## src/rtl/pclk_gate.sv

```systemverilog
module pclk_gate #(
  parameter int PS_W   = 3,
  parameter int REG_W  = 16,
  parameter int N_PWM  = 6,
  parameter int DW     = 16,
  parameter int HS_RST = 1,
  parameter int LS_RST = 2,
  localparam int NP    = 3 * REG_W,
  localparam int PID_W = $clog2(NP)
) (
  input  logic             clk,
  input  logic             rst_n,
  input  logic             reg_we,
  input  logic [2:0]       reg_addr,
  input  logic [DW-1:0]    reg_wdata,
  output logic [DW-1:0]    reg_rdata,
  output logic             hs_stb,
  output logic             ls_stb,
  output logic             xtim_stb,
  output logic             xout_stb,
  output logic [NP-1:0]    periph_en,
  output logic [N_PWM-1:0] pwm_tb_en,
  output logic [NP-1:0]    acc_ok,
  input  logic             pa_rd,
  input  logic             pa_wr,
  input  logic [PID_W-1:0] pa_id,
  input  logic [DW-1:0]    pa_rdata_in,
  output logic [DW-1:0]    pa_rdata_out,
  output logic [NP-1:0]    pa_rd_stb,
  output logic [NP-1:0]    pa_wr_stb
);
  localparam int CW = PS_W + 1;

  logic [PS_W-1:0] hs_div, ls_div;
  logic [CW-1:0]   hs_cnt, ls_cnt;
  logic [3:0]      ctrl;
  logic [NP-1:0]   en;
  logic            tph, oph;

  wire wr_hs   = reg_we && reg_addr == 3'd0;
  wire wr_ls   = reg_we && reg_addr == 3'd1;
  wire wr_ctrl = reg_we && reg_addr == 3'd2;

  wire [CW-1:0] hs_last = {hs_div, 1'b0} - CW'(1);
  wire [CW-1:0] ls_last = {ls_div, 1'b0} - CW'(1);

  assign hs_stb = (hs_div == '0) || (hs_cnt == hs_last);
  assign ls_stb = (ls_div == '0) || (ls_cnt == ls_last);

  always_ff @(posedge clk or negedge rst_n) begin
    if (!rst_n) begin
      hs_div <= PS_W'(HS_RST);
      hs_cnt <= '0;
    end else if (wr_hs) begin
      hs_div <= reg_wdata[PS_W-1:0];
      hs_cnt <= '0;
    end else if (hs_stb) hs_cnt <= '0;
    else hs_cnt <= hs_cnt + CW'(1);
  end

  always_ff @(posedge clk or negedge rst_n) begin
    if (!rst_n) begin
      ls_div <= PS_W'(LS_RST);
      ls_cnt <= '0;
    end else if (wr_ls) begin
      ls_div <= reg_wdata[PS_W-1:0];
      ls_cnt <= '0;
    end else if (ls_stb) ls_cnt <= '0;
    else ls_cnt <= ls_cnt + CW'(1);
  end

  // external interface ticks
  assign xtim_stb = !ctrl[0] || tph;
  assign xout_stb = !ctrl[2] && xtim_stb && (!ctrl[1] || oph);

  always_ff @(posedge clk or negedge rst_n) begin
    if (!rst_n) begin
      ctrl <= '0;
      tph  <= 1'b0;
      oph  <= 1'b0;
    end else if (wr_ctrl) begin
      ctrl <= reg_wdata[3:0];
      tph  <= 1'b0;
      oph  <= 1'b0;
    end else begin
      tph <= !tph;
      if (xtim_stb) oph <= !oph;
    end
  end

  always_ff @(posedge clk or negedge rst_n) begin
    if (!rst_n) en <= '0;
    else for (int k = 0; k < 3; k++)
      if (reg_we && reg_addr == 3'(3 + k)) en[k*REG_W +: REG_W] <= reg_wdata[REG_W-1:0];
  end

  assign periph_en = en;
  assign acc_ok    = en;
  assign pwm_tb_en = en[REG_W +: N_PWM] & {N_PWM{ctrl[3]}};

  always_comb begin
    case (reg_addr)
      3'd0:    reg_rdata = DW'(hs_div);
      3'd1:    reg_rdata = DW'(ls_div);
      3'd2:    reg_rdata = DW'(ctrl);
      3'd3:    reg_rdata = DW'(en[0 +: REG_W]);
      3'd4:    reg_rdata = DW'(en[REG_W +: REG_W]);
      3'd5:    reg_rdata = DW'(en[2*REG_W +: REG_W]);
      default: reg_rdata = '0;
    endcase
  end

  // peripheral-side access gating
  wire [NP-1:0] pa_hot = NP'(1) << pa_id;
  assign pa_rd_stb    = pa_rd ? (pa_hot & en) : '0;
  assign pa_wr_stb    = pa_wr ? (pa_hot & en) : '0;
  assign pa_rdata_out = (|pa_rd_stb) ? pa_rdata_in : '0;
endmodule


```

## config.mk

```make
export PLATFORM = sky130hd
export DESIGN_NAME = pclk_gate
export DESIGN_NICKNAME = d
export VERILOG_FILES = /design/src/rtl/pclk_gate.sv
export SDC_FILE = /design/constraint.sdc
export NUM_CORES = 1
export LEC_CHECK = 0
export ABC_CLOCK_PERIOD_IN_PS = 6250
export BUFFER_PORTS_ARGS = -buffer_cell sky130_fd_sc_hd__clkbuf_2
export CAP_MARGIN = 20
export CORE_AREA = 2 2 107 109
export DETAILED_ROUTE_END_ITERATION = 6
export DIE_AREA = 0 0 109 111
export GPL_TIMING_DRIVEN = 0
export PLACE_DENSITY = 0.83
export SYNTH_ARGS = -nofsm -noshare
export SYNTH_HDL_FRONTEND = slang
export SYNTH_SLANG_ARGS = --single-unit
```

## constraint.sdc

```tcl
create_clock -name clk -period 6.25 [get_ports clk]
set_input_delay 1.25 -clock clk [delete_from_list [all_inputs] [get_ports clk]]
set_output_delay 1.25 -clock clk [all_outputs]
set_load 0.005 [all_outputs]
```

# Word level (Yosys, flattened, before mapping)

Cells that the tools add are included.

Output and inout port bits: 234
Word-level logic and storage cells: 57
Bits in registers: 68

Shifts and indexed selects: 1
Muxes and demuxes: 11
Bitwise operators: 2
Add/sub/neg operators: 4
Reductions and logical operators: 22
Eq/ne operators: 7

Operators with widths:

| kind                   | number |
|---|---|
| $mux W48               | 2 |
| $pmux W16 S6           | 1 |
| $and A48 B48 Y48       | 1 |
| $reduce_or A48 Y1      | 1 |
| $shl A1 B6 Y48 const A | 1 |
| $mux W16               | 1 |
| $mux W4                | 4 |
| $logic_not A3 Y1       | 3 |
| $add A4 B1 Y4 const B  | 2 |
| $eq A4 B4 Y1           | 2 |
| $logic_and A1 B1 Y1    | 8 |
| $sub A4 B1 Y4 const B  | 2 |
| $and A6 B6 Y6          | 1 |
| $eq A3 B2 Y1 const B   | 2 |
| $eq A3 B3 Y1 const B   | 2 |
| $logic_not A1 Y1       | 5 |
| $logic_or A1 B1 Y1     | 4 |
| $eq A3 B1 Y1 const B   | 1 |
| $mux W1                | 3 |
| $reduce_bool A2 Y1     | 1 |

# Logic depth before layout (Yosys ltp)

Gate-level depths: netlist of run 1.

Word-level depth: 5
Depth in mapped cells: 9
Gate-level depth less buffers: 8

# Least setup slack after synthesis of run 1

Ideal clock, no wire load.

Path kind: input to output
From: input pa_id[3]
To: output pa_rdata_out[10]
Required time: 5000 ps
Path slack: 2075 ps
Arrival: 2925 ps
Cell stages on the path: 8
Cell sequence: buf_2 -> mux2_2 -> nand3_1 -> o21ai_0 -> a311o_1 -> o41ai_4 -> buf_6 -> a21boi_1

Longest elaborated chain between the ends: 5

Ends and longest elaborated chain:

| what              | RTL line | RTL |
|---|---|---|
| start, declared   | 26       | `input logic [PID_W-1:0] pa_id,` |
| $shl A1 B6 Y48    | 114      | `wire [NP-1:0] pa_hot = NP'(1) << pa_id;` |
| $and A48 B48 Y48  | 115      | `assign pa_rd_stb = pa_rd ? (pa_hot & en) : '0;` |
| $mux W48          | 115      |  |
| $reduce_or A48 Y1 | 117      | `assign pa_rdata_out = (\|pa_rd_stb) ? pa_rdata_in : '0;` |
| $mux W16          | 117      |  |
| end, declared     | 28       | `output logic [DW-1:0] pa_rdata_out,` |

No other way between the ends.

# Worst setup path after layout of run 1

From: input pa_id[0]
To: output pa_rdata_out[12]

The elaborated chain is that of the path after synthesis.

==> results summary, run 1 <==
The run finished with clean final reports. In the final routed layout, each cell accounts on average for 19.4 um. The number of hold-slack violations in the final timing report is 0. The number of global-route vias before repair was 5062. The library cells used most frequently in the layout, excluding fill and tap cells, are 274 x clkbuf_2, 112 x nor2_1, 71 x nand2_1, 66 x dfrtp_1, 60 x mux2_2.

The number of I/O port buffers is 275. The final weighted congestion in routability-driven placement came out at 0.944. The maximum clock insertion buffer count is 2. The async set-reset flop share out of synthesis is 1.00. The floorplan die height came out at 111 um. In this run, synthesis inferred 0 flip-flops with an integrated enable. The path class of the lowest-slack min-delay path is reg -> reg.

The number of setup buffers added after CTS is 0. The data required time at the worst endpoint came out at 5.00 ns. After detailed routing, the number of remaining DRC violations is 0. The top-area cell type share of the netlist area came out at 0.332. The residual overflow from global routing came out at 0. The share of total power consumed by net switching is 0.351. For this run, the leading register cell type out of synthesis is dfrtp_1. The final period utilization is 0.819. For this design, the slowest cell found on the critical path is nor4_2. The number of gates resized after cts came out at 0. For the worst-skew pair, the clock arrives at the later sink with an insertion delay of 0.33 ns. The cell-internal power came out at 0.00125 W. In the post-synthesis netlist, the biggest area contributors are dfrtp_1 33%, mux2_2 14%, nor2_1 8.4%. The number of cell rows came out at 39. Of the total power, combinational logic draws 0.348.

The highest ir drop seen on vdd came out at 0.187 mV. The net count of the finished layout is 909. The share of cells above drive strength 1 came out at 0.499. Counting stages on the worst path, the most repeated cell is buf_6. The total iterations of the first detailed-routing run came out at 5. The initial antenna violation count is 0. The number of nets still failing antenna checks after routing came out at 0. The CTS tree is done. The die covers 0.0121 mm^2.

The post-synthesis cell type with the largest combined area is dfrtp_1. The number of diodes added for antenna fixing came out at 0. The share of total power dissipated in the clock network is 0.268.

The largest incremental delay on the critical path came out at 0.71 ns. The count of max-cap constraint violations came out at 0. The maximum clock rate is 195 MHz. The area of the mapped netlist is 0.00498 mm^2. Clock tree synthesis selected as its root buffer the cell clkbuf_16. The measured slew at the worst slew-check pin is 0.946 ns. On the final layout, the worst clock skew is 0.00213 ns. The analysis attributes to cell leakage a power of 3.50 nW. The first-iteration detailed-routing DRC count is 413. Yosys printed 0 warnings. The pin count of the biggest net entering global routing came out at 68. For this design the ratio of total power to cell area is 281 mW/mm^2.

The number of buffers added to fix hold violations after cts came out at 0. After layout, the minimum clock period comes to 5.12 ns. The synthesized area divided by synthesized cell count is 8.75 um^2. The detail-routed via count per cell came out at 5.54. The max-slew violation count is 0. The count of final setup violators is 0. The depth of the most critical reg-to-reg path is 8. Along the worst hold path, the cell count comes to 1. The number of distinct library cells after synthesis is 55. Detailed placement ended at an HPWL of 14.9 mm. From synthesis to final layout, the design area changed by 38.2%. The setup TNS came out at 0 ns.

At the worst endpoint, the arrival time is 3.87 ns. The first global-routing pass estimated 28.7 mm of wire. The number of clock buffers inserted by TritonCTS is 9. The critical path launch point type is a primary input. For this design the top-level I/O count stands at 280. The buffering stage count on the worst path with inverters included is 5. The share of total power dissipated in sequential elements is 0.385.

The critical path is of the in -> out type. The post-synth net total is 621. The register area share after synthesis came out at 0.342. The family with the most delay on the worst path is simple AND/OR/NAND/NOR gates. The library cell used most frequently in the layout, excluding fill and tap cells, is clkbuf_2.

The number of clock sinks is 68. Walking the worst path, the cells encountered are clkbuf_2 -> buf_6 -> buf_6 -> nor4_2 -> nand2_1 -> a21boi_0 -> o41ai_4 -> buf_6 -> a21boi_1 -> clkbuf_2. The die span in x came out at 109 um. In the global route stage, overall resource usage came out at 0.316. The number of storage elements in the synthesis netlist is 68. The H-tree depth reported by CTS came out at 3. The effective utilization at floorplan came out at 0.449.

The clock transition at the register clock pins on the worst setup and hold paths after CTS is 0.06 ns. The worst slew slack as a fraction of its limit is 0.360. The via total after detailed routing came out at 5572. The element type at the critical path end is an output pin. Of all nets on the critical path, the largest fanout is 10.

Setup repair after global routing left no endpoint under its margin. The cell depth of the worst setup path is 10. The detailed-route wire length is 19.5 mm. The area inside the core boundary came out at 0.0111 mm^2. The share of the core filled with cells in the final layout is 0.621. The number of cells produced by synthesis came out at 569. The net switching power is 0.000679 W.
==> path summary, 6_finish.rpt <==
check                                from                to  slack (ns)
worst max-delay path             pa_id[0]  pa_rdata_out[12]        1.13
worst min-delay path                  tph               tph        0.43
worst max register to register  hs_div[0]         hs_cnt[1]        4.21
worst min register to register        tph               tph        0.43
max in group asynchronous           rst_n         hs_div[0]        4.99
min in group asynchronous           rst_n         ls_cnt[1]        0.72
==> power groups by stage <==
stage          Combinational (W)  Sequential [W]  Clock (W)
4_1_cts                 0.000673        0.000736   0.000521
3_3_place_gp            0.000647        0.000737          0
3_5_place_dp            0.000668        0.000742          0
6_report                0.000672        0.000743   0.000517
5_1_grt                 0.000736        0.000755   0.000531
2_1_floorplan           0.000399        0.000676          0
==> worst reg2reg max path, delay by kind of cell (launching register included) <==
kind	cells	cell delay, ns
xor gates and xnor gates	1	0.15
buffers and inverters	1	0.07
adders and majority gates	1	0.21
DFF	1	0.56
AOI/OAI and AO/OA	2	0.34
and+or+nand+nor	3	0.63
==> cells in the mapped netlist (all sizes together), types with 3 or more instances <==
cell type,count
a21oi,6
clkbuf,14
mux2i,26
o21ai,22
nand4,3
inv,11
dfrtp,66
xnor2,3
xor2,8
and3,7
ha,6
nand3,14
nor2b,5
nor3,4
nand2b,4
a21boi,18
and2,8
buf,60
mux2,61
or2,4
nor2,112
nor4b,3
nand2,71
nand4b,3
==> per-stage QoR <==
| step | total power, W | worst slack [ns] | instances | area [um^2] | hold slack (ns) |
|---|---|---|---|---|---|
| finish | 0.00193 | 1.13 | 1005 | 6880 | 0.429 |
| global route | 0.00202 | 1.00 | 1005 | 6880 | 0.431 |
| CTS | 0.00193 | 1.26 | 1005 | 6880 | 0.426 |
| detailed placement | 0.00141 | 1.28 | 989 | 6570 | 0.407 |
| global placement | 0.00138 | 0.971 | 987 | 6530 | 0.405 |
| floorplan | 0.00108 | 2.08 | 569 | 4980 | 0.394 |
==> cell families (layout without fill, tap and decap cells) <==
family | Yosys count | in the layout | share of synthesized area
AND/OR/NAND/NOR | 247 | 247 | 0.227
adder cells (fa/ha/maj) | 6 | 6 | 0.0151
XOR/XNOR | 11 | 11 | 0.0194
flip-flops | 68 | 68 | 0.342
multiplexers | 88 | 88 | 0.196
AO/OA/AOI/OAI | 64 | 64 | 0.0908
buffers and inverters | 85 | 378 | 0.109
==> cell type report <==
type,count,area (um^2)
Buffer,74,503
Clock buffer,10,239
Clock inverter,6,63.8
Fill cell,969,4200
Inverter,11,41.3
Multi-Input combinational cell,416,2730
Sequential cell,68,1700
Tap cell,143,179
Timing Repair Buffer,277,1410
==> sequential cells by signal (all words and copies together), names as in the netlist <==
signal and cells:
hs_cnt 4, ctrl 4, acc_ok 48, oph 1, ls_cnt 4, hs_div 3
ls_div 3, tph 1
==> routing by layer <==
layer,track usage,vias up,wire length [um]
met5,0,-,0
met4,0.125,0,568
met3,0.0500,55,1880
met2,0.512,366,9300
met1,0.418,2676,7740
li1,-,2475,-
Power figures use the tool's default switching activity.
==> inputs of run 2 (changes only) <==
--- a/config.mk
+++ b/config.mk
@@ -5,12 +5,12 @@
 export SDC_FILE = /design/constraint.sdc
 export NUM_CORES = 1
 export LEC_CHECK = 0
-export ABC_CLOCK_PERIOD_IN_PS = 6250
+export ABC_AREA = 1
+export ABC_CLOCK_PERIOD_IN_PS = 5100
 export BUFFER_PORTS_ARGS = -buffer_cell sky130_fd_sc_hd__clkbuf_2
 export CAP_MARGIN = 20
-export CORE_AREA = 2 2 107 109
+export CORE_UTILIZATION = 46
 export DETAILED_ROUTE_END_ITERATION = 6
-export DIE_AREA = 0 0 109 111
 export GPL_TIMING_DRIVEN = 0
 export PLACE_DENSITY = 0.83
 export SYNTH_ARGS = -nofsm -noshare
==> constraint.sdc (replaced) <==
create_clock -name clk -period 5.1 [get_ports clk]
set_input_delay 1.02 -clock clk [delete_from_list [all_inputs] [get_ports clk]]
set_output_delay 1.02 -clock clk [all_outputs]
set_load 0.005 [all_outputs]
==> run 2 against run 1 <==
  * Sequential share of layout area down 0.67 points
  * Power rose by 15%
  * Final area up 2.8%
  * Sequential power rose by 12%
  * Critical path type unchanged
  * Critical endpoint is now pa_rdata_out[8]
  * Highest routed layer unchanged
==> results summary, run 2 <==
The flow ran to the end, and the final reports show no timing, DRC or antenna violations. The async set-reset flop share out of synthesis is 1.00. Along the worst path, the maximum fanout reaches 10.

The H-tree depth reported by CTS is 3. The min-delay analysis places its worst path in the category reg -> reg. The floorplan has 38 rows. The floorplan die height is 108 um. The residual overflow from global routing is 0. The biggest area contributor in the post-synthesis netlist is dfrtp_1. The final critical delay including setup and external delays is 3.90 ns. TritonCTS built the clock tree. After technology mapping, the gate count stands at 794. The slowest stage of the critical path belongs to the cell nor2_1. The post-route worst hold slack came out at 0.455 ns. By instance count, the leading cell after synthesis is nand2_1. The max-slew violation count came out at 0. The die span in x came out at 108 um. The net switching power came out at 0.000791 W. The number of buffers added to fix hold violations after cts came out at 0. The final weighted congestion in routability-driven placement is 1.00. The net count of the finished layout is 1133.

The fraction of the mapped netlist area in simple logic gates came out at 0.317. The part of the power in registers is 0.375. For this run, the detailed router's first-pass iteration total came to 6.

The number of clock buffers inserted by TritonCTS is 9. Data on the critical path is required at its endpoint by 4.08 ns. The number of flip-flops in the largest register came out at 48. The fraction of power consumed by the clock network came out at 0.288. For this design the ratio of total power to cell area is 314 mW/mm^2. The final period utilization is 0.764. The number of global-route vias before repair came out at 6070. Setup repair after global routing left no endpoint under its margin. In the synthesized netlist the dominant register cell turns out to be dfrtp_1. The post-layout total power is 0.00222 W. The post-synth net total is 846. The cell-internal power is 0.00143 W. The longest clock path from root to sink contains 2 buffers. The worst setup path is launched from a primary input. Of the cells placed in the final design, the portion with a size suffix greater than 1 is 0.337. Leaving out fill and tap cells, the most frequent cell in the layout is clkbuf_2. The detailed-route wire length came out at 21.2 mm. The clock tree skew after final layout came out at 0.00336 ns. The worst endpoint data arrival time is 2.88 ns.

The number of I/O port buffers is 275. The area of the die came out at 0.0117 mm^2. The routed length per placed instance came out at 17.3 um.

The detail-routed via count per cell came out at 5.45. The effective utilization at floorplan came out at 0.474. The design area is 0.00707 mm^2.

The fraction of power consumed by combinational cells is 0.337. The worst slew slack as a fraction of its limit came out at 0.525. The number of top-level pins came out at 280.

The root buffer cell chosen for the clock tree is clkbuf_16. The number of buffers inserted to repair setup after CTS is 0. The worst setup path is captured at an output pin.

The instance area at placement is 0.00676 mm^2. The clock latency of the later-clocked register in the worst-skew pair is 0.33 ns. The adder and majority cell fraction of the synthesized area came out at 0.0145. Walking the worst path, the cells encountered are clkbuf_2 -> nor2_1 -> nand3_1 -> nor2_1 -> nand3b_1 -> nand2_1 -> nor2_1 -> nand2_1 -> nor2_1 -> nand3_2 -> buf_6 -> nand2_1 -> inv_1 -> clkbuf_2. The static leakage came out at 4.62 nW. The share of the Yosys chip area taken by registers is 0.329. The first-iteration detailed-routing DRC count came out at 632. The initial antenna violation count came out at 0.

The measured slew at the worst slew-check pin came out at 0.713 ns. The via total after detailed routing came out at 6686. By area, the combinational part of the netlist is dominated by simple AND/OR/NAND/NOR gates. Entering global routing, the biggest net connects 43 pins. After legalization and detailed placement, the total HPWL measured 16.7 mm. The layout overhead on the synthesized area is 36.2%. In this run, synthesis produced a sequential element count of 68. The tool flagged a number of max-cap violations equal to 0.

The xor/xnor share of the synthesized area is 0.0203. The number of warning messages in the yosys log came out at 0. In this design, the critical path's most frequently occurring cell is nor2_1. The total area inside the core boundary comes to 0.0109 mm^2. The compound-cell area share of the yosys netlist is 0.0960. The DRC violation count after routing is 0. The number of enable flip-flop cells after synthesis is 0. The top-area cell type share of the netlist area is 0.318. The global-route total usage across every layer came out at 0.364. The critical path in this run is classified as in -> out.

The number of clock sinks is 68. At the end of the flow the core is filled with cells to 0.646. The first global-routing pass estimated 32.0 mm of wire.

The maximum clock rate is 257 MHz. The setup TNS is 0 ns. The number of hold-slack violations in the final timing report was 0. The number of gates resized after cts is 0. The largest incremental delay on the critical path came out at 0.28 ns. In the layout the commonest cells are 274 x clkbuf_2, 174 x nand2_1, 158 x inv_1, 90 x nor2_1, 66 x dfrtp_1. The number of antenna diodes in the final layout is 0. After synthesis, the share of cell area in mux cells is 0. The detail route stage leaves a number of antenna-violating nets equal to 0. In this run, distinct cell masters in the synthesized netlist total 34.

Ranked by instance count, the synthesized netlist is headed by 174 x nand2_1, 158 x inv_1, 90 x nor2_1. The count of final setup violators is 0. The share of total power consumed by net switching is 0.356. The area of the mapped netlist came out at 0.00519 mm^2. The clock transition at the register clock pins on the worst setup and hold paths after CTS came out at 0.06 ns. VDD sags by at most 0.184 mV.

The synthesized area divided by synthesized cell count came out at 6.53 um^2. Sorting the synthesized cells by area gives the leading types as dfrtp_1 32%, nand2_1 13%, inv_1 11%.
## run 2: cell count changes in the layout (fill, tap and decap cells not counted), sizes merged, moves of 26 or more
cell   delta
nand3    +31
mux2     -61
o21ai    +41
nand2   +103
inv     +151
nand4    +26
mux2i    -26
## run 2: path summary, 6_finish.rpt
check | cells past startpoint | end | slack (ns) | startpoint
min | 1 | tph | 0.46 | tph
max in group asynchronous | 2 | hs_div[0] | 3.87 | rst_n
max | 14 | pa_rdata_out[8] | 1.20 | pa_id[0]
min reg2reg | 1 | tph | 0.46 | tph
max reg2reg | 8 | hs_cnt[0] | 3.12 | hs_div[0]
min in group asynchronous | 1 | hs_cnt[3] | 0.64 | rst_n
## run 2: metrics by stage
stage | cells | worst slack (ns)
CTS | 1226 | 1.24
detailed placement | 1210 | 1.25
global placement | 1209 | 1.27
finish | 1226 | 1.20
floorplan | 794 | 1.87
global route | 1226 | 0.975
## run 2: final cells by class
class / instances / area, um^2
clock inverter: 4 / 48.8
clock buffer: 12 / 256
multi-input combinational: 480 / 2320
tap: 140 / 175
sequential: 68 / 1700
buffer: 83 / 548
timing repair buffer: 276 / 1400
fill: 1034 / 3870
inverter: 163 / 612
## run 2: cells by family (layout without fill, tap and decap cells)
family          after synthesis  count (layout)
compound gates               86              86
xor+xnor                     12              12
fa+ha+maj                     6               6
buf+inv                     246             538
flops                        68              68
simple gates                376             376
## run 2: routing by layer
metal	part of all wire	GRT usage	wire length, um	vias to the layer above
met4	0.044	0.186	945	0
met1	0.38	0.460	8100	3047
met5	0	0	0	-
met3	0.11	0.0772	2360	90
li1	-	-	-	3017
met2	0.46	0.584	9830	532
## run 2: power by group through the flow
| stage | Combinational [W] | Clock (W) | Sequential (W) |
|---|---|---|---|
| 2_1_floorplan | 0.000434 | 0 | 0.000786 |
| 3_3_place_gp | 0.000717 | 0 | 0.000829 |
| 3_5_place_dp | 0.000740 | 0 | 0.000834 |
| 4_1_cts | 0.000748 | 0.000640 | 0.000826 |
| 5_1_grt | 0.000837 | 0.000668 | 0.000846 |
| 6_report | 0.000749 | 0.000640 | 0.000833 |
## run 2: worst max-delay path, delay by kind of cell
kind | cells | cell delay [ns]
and+or+nand+nor | 10 | 1.40
buffers and inverters | 4 | 0.45
==> inputs of run 3 (changes only) <==
--- a/config.mk
+++ b/config.mk
@@ -6,13 +6,13 @@
 export NUM_CORES = 1
 export LEC_CHECK = 0
 export ABC_AREA = 1
-export ABC_CLOCK_PERIOD_IN_PS = 5100
+export ABC_CLOCK_PERIOD_IN_PS = 3200
 export BUFFER_PORTS_ARGS = -buffer_cell sky130_fd_sc_hd__clkbuf_2
 export CAP_MARGIN = 20
-export CORE_UTILIZATION = 46
+export CORE_UTILIZATION = 42
 export DETAILED_ROUTE_END_ITERATION = 6
 export GPL_TIMING_DRIVEN = 0
-export PLACE_DENSITY = 0.83
+export PLACE_DENSITY = 0.8
 export SYNTH_ARGS = -nofsm -noshare
 export SYNTH_HDL_FRONTEND = slang
 export SYNTH_SLANG_ARGS = --single-unit
==> constraint.sdc (replaced) <==
create_clock -name clk -period 3.2 [get_ports clk]
set_input_delay 0.64 -clock clk [delete_from_list [all_inputs] [get_ports clk]]
set_output_delay 0.64 -clock clk [all_outputs]
set_load 0.005 [all_outputs]
==> run 3 against run 2 <==
  * The run now ends with DRC left
  * Power rose by 60%
  * Setup slack lost 1.1 ns
  * Core utilization down 5.5 points
  * Largest cell class unchanged
  * Count of clock-buffer cells in the layout down 2
  * Global-route usage down 2.0 points
  * Die area up 9.3%
  * Sequential share of layout area fell by 0.10 points
  * Via count fell by 0.63%
==> results summary, run 3 (synthesis results as in run 2) <==
From synthesis to final layout, the design area changed by 36.8%. Leaving out fill and tap cells, the most frequent cell in the layout is clkbuf_2. The residual overflow from global routing is 0.

Across all hold checks on the routed design, the worst slack comes to 0.124 ns. The critical path ends at pa_rdata_out[6]. Setup slack on the worst reg-to-reg path comes out at 1.23 ns.

The number of cell rows is 40. The via total after detailed routing is 6644. The die span in x came out at 113 um. The clock tree synthesis step divided the H-tree into 3 levels. The total placed cells including tap cells is 1217. Dividing the final minimum period by the clock period gives 0.979. The initial antenna violation count is 0.

The number of I/O port buffers is 275. The worst setup path is launched from a primary input. In this run the worst setup path begins at pa_id[1]. The family with the most delay on the worst path is simple AND/OR/NAND/NOR gates. The maximum clock rate came out at 319 MHz. The number of nets in the layout came out at 1133. The number of clock sinks is 68. The setup path with the least slack is of type in -> out. The tree is rooted in a clkbuf_16. The pin count of the biggest net entering global routing is 66. Walking the worst path, the cells encountered are clkbuf_2 -> nand3_1 -> nor3_2 -> nand3_1 -> nand2_1 -> nor2_1 -> nand2_1 -> nor2_1 -> nand3_2 -> buf_6 -> nand2_1 -> inv_1 -> clkbuf_2. The cell that appears most often on the critical path is nand2_1. The worst slew slack as a fraction of its limit is 0.485. The final weighted congestion in routability-driven placement came out at 0.984.

The critical path contains buffers and inverters numbering 4 combined. The number of hold-slack violations in the final timing report came out at 0. In this run the critical register-to-register path is captured at hs_cnt[0]. The number of buffers added to fix hold violations after cts is 0. The static leakage is 4.62 nW. The HPWL after detailed placement is 17.3 mm.

The first routing iteration left 812 violations. The number of diodes added for antenna fixing is 0. The routed length per placed instance came out at 18.2 um. The number of buffers inserted to repair setup after CTS came out at 0. The detailed-route wire length is 22.4 mm. The count of final setup violators is 0. The number of nets still failing antenna checks after routing came out at 0. The minimum setup slack in the final design is 0.0675 ns. The number of clock buffers inserted by TritonCTS came out at 9.

The depth of the most critical reg-to-reg path came out at 8. In this run the critical register-to-register path is launched from hs_div[0]. The maximum clock insertion buffer count is 2. TritonCTS built the clock tree.

The number of global-route vias before repair was 5909. The design draws 0.00355 W. The measured slew at the worst slew-check pin is 0.772 ns. The total iterations of the first detailed-routing run is 7. The data required time at the worst endpoint is 2.56 ns. The highest ir drop seen on vdd came out at 0.329 mV. After layout, the minimum clock period comes to 3.13 ns. The effective utilization at floorplan came out at 0.432. The share of cells above drive strength 1 came out at 0.343.

STA puts the critical path data arrival time at 2.49 ns. The max-slew violation count is 0. The peak fanout along the critical path came out at 10. Across the run, the number of max-cap violations was 0.

For the final routed database, the setup TNS stands at 0 ns. The path class of the lowest-slack min-delay path is in -> async. The global-route total usage across every layer came out at 0.343. The run finished, with violations left.

The number of top-level pins is 280. Clock skew on the completed layout was measured at 0.00286 ns. The register with the most flip-flops in the layout has 48 of them. The die covers 0.0128 mm^2. The worst-case setup slack after placement is 0.0779 ns. Using the TritonRoute via totals, the vias-per-cell ratio works out to 5.39. The largest incremental delay on the critical path is 0.36 ns. The floorplan die height came out at 113 um.

The post-route non-filler standard cell count came out at 1233. The global-route wire length before repair is 32.9 mm. The clock latency of the later-clocked register in the worst-skew pair is 0.34 ns. In the layout the commonest cells are 275 x clkbuf_2, 174 x nand2_1, 158 x inv_1, 86 x nor2_1, 66 x dfrtp_1.

The clock transition at the register clock pins on the worst setup and hold paths after CTS came out at 0.05 ns. The checks that failed: DRC. In the routed design, unresolved DRC markers number 2. Dividing total power by cell area gives a power density of 500 mW/mm^2. The area inside the core boundary is 0.0120 mm^2. The cell depth of the worst setup path came out at 13.

The element type at the critical path end is an output pin. The largest individual stage delay along the critical path comes from the cell nor3_2.
-- run 3: changes by cell type in the layout (fill, tap and decap cells not counted), sizes merged --
| cell | before | now |
|---|---|---|
| buf | 68 | 67 |
| clkbuf | 303 | 302 |
| clkinvlp | 0 | 2 |
-- run 3: metrics by stage --
stage	instance area, um^2	util
finish	7100	0.591
global route	7100	0.591
CTS	7080	0.589
detailed placement	6780	0.564
global placement	6750	0.562
floorplan	5190	-
-- run 3: worst min-delay path by stage --
stage	from	endpoint	cells after the start
final	rst_n	acc_ok[24]	1
after global routing	rst_n	acc_ok[24]	1
after CTS	rst_n	acc_ok[24]	1
after detailed placement	tph	tph	1
after global placement	tph	tph	1
after floorplan	rst_n	acc_ok[0]	0
-- run 3: power by group --
| group | total (W) | switching (W) | internal, W |
|---|---|---|---|
| Clock | 0.00102 | 0.000402 | 0.000623 |
| Combinational | 0.00120 | 0.000619 | 0.000580 |
| Sequential | 0.00132 | 0.000268 | 0.00106 |
| Total | 0.00355 | 0.00129 | 0.00226 |
-- run 3: cell type report --
type                            instances  area, um^2
Fill cell                            1189        4910
Timing Repair Buffer                  276        1410
Clock inverter                          6        63.8
Sequential cell                        68        1700
Inverter                              163         612
Clock buffer                           10         239
Buffer                                 83         549
Multi-Input combinational cell        480        2340
Tap cell                              147         184
-- run 3: layer usage --
metal / up-vias / track usage / routed length (um)
met5: - / 0 / 0
met4: 0 / 0.147 / 885
met3: 82 / 0.0707 / 2320
met2: 464 / 0.578 / 10400
met1: 3074 / 0.427 / 8780
li1: 3024 / - / -
-- run 3: repair_timing --
item	CTS	global route
gates resized for setup	0	6
hold endpoints to repair	0	0
setup endpoints to repair	0	10
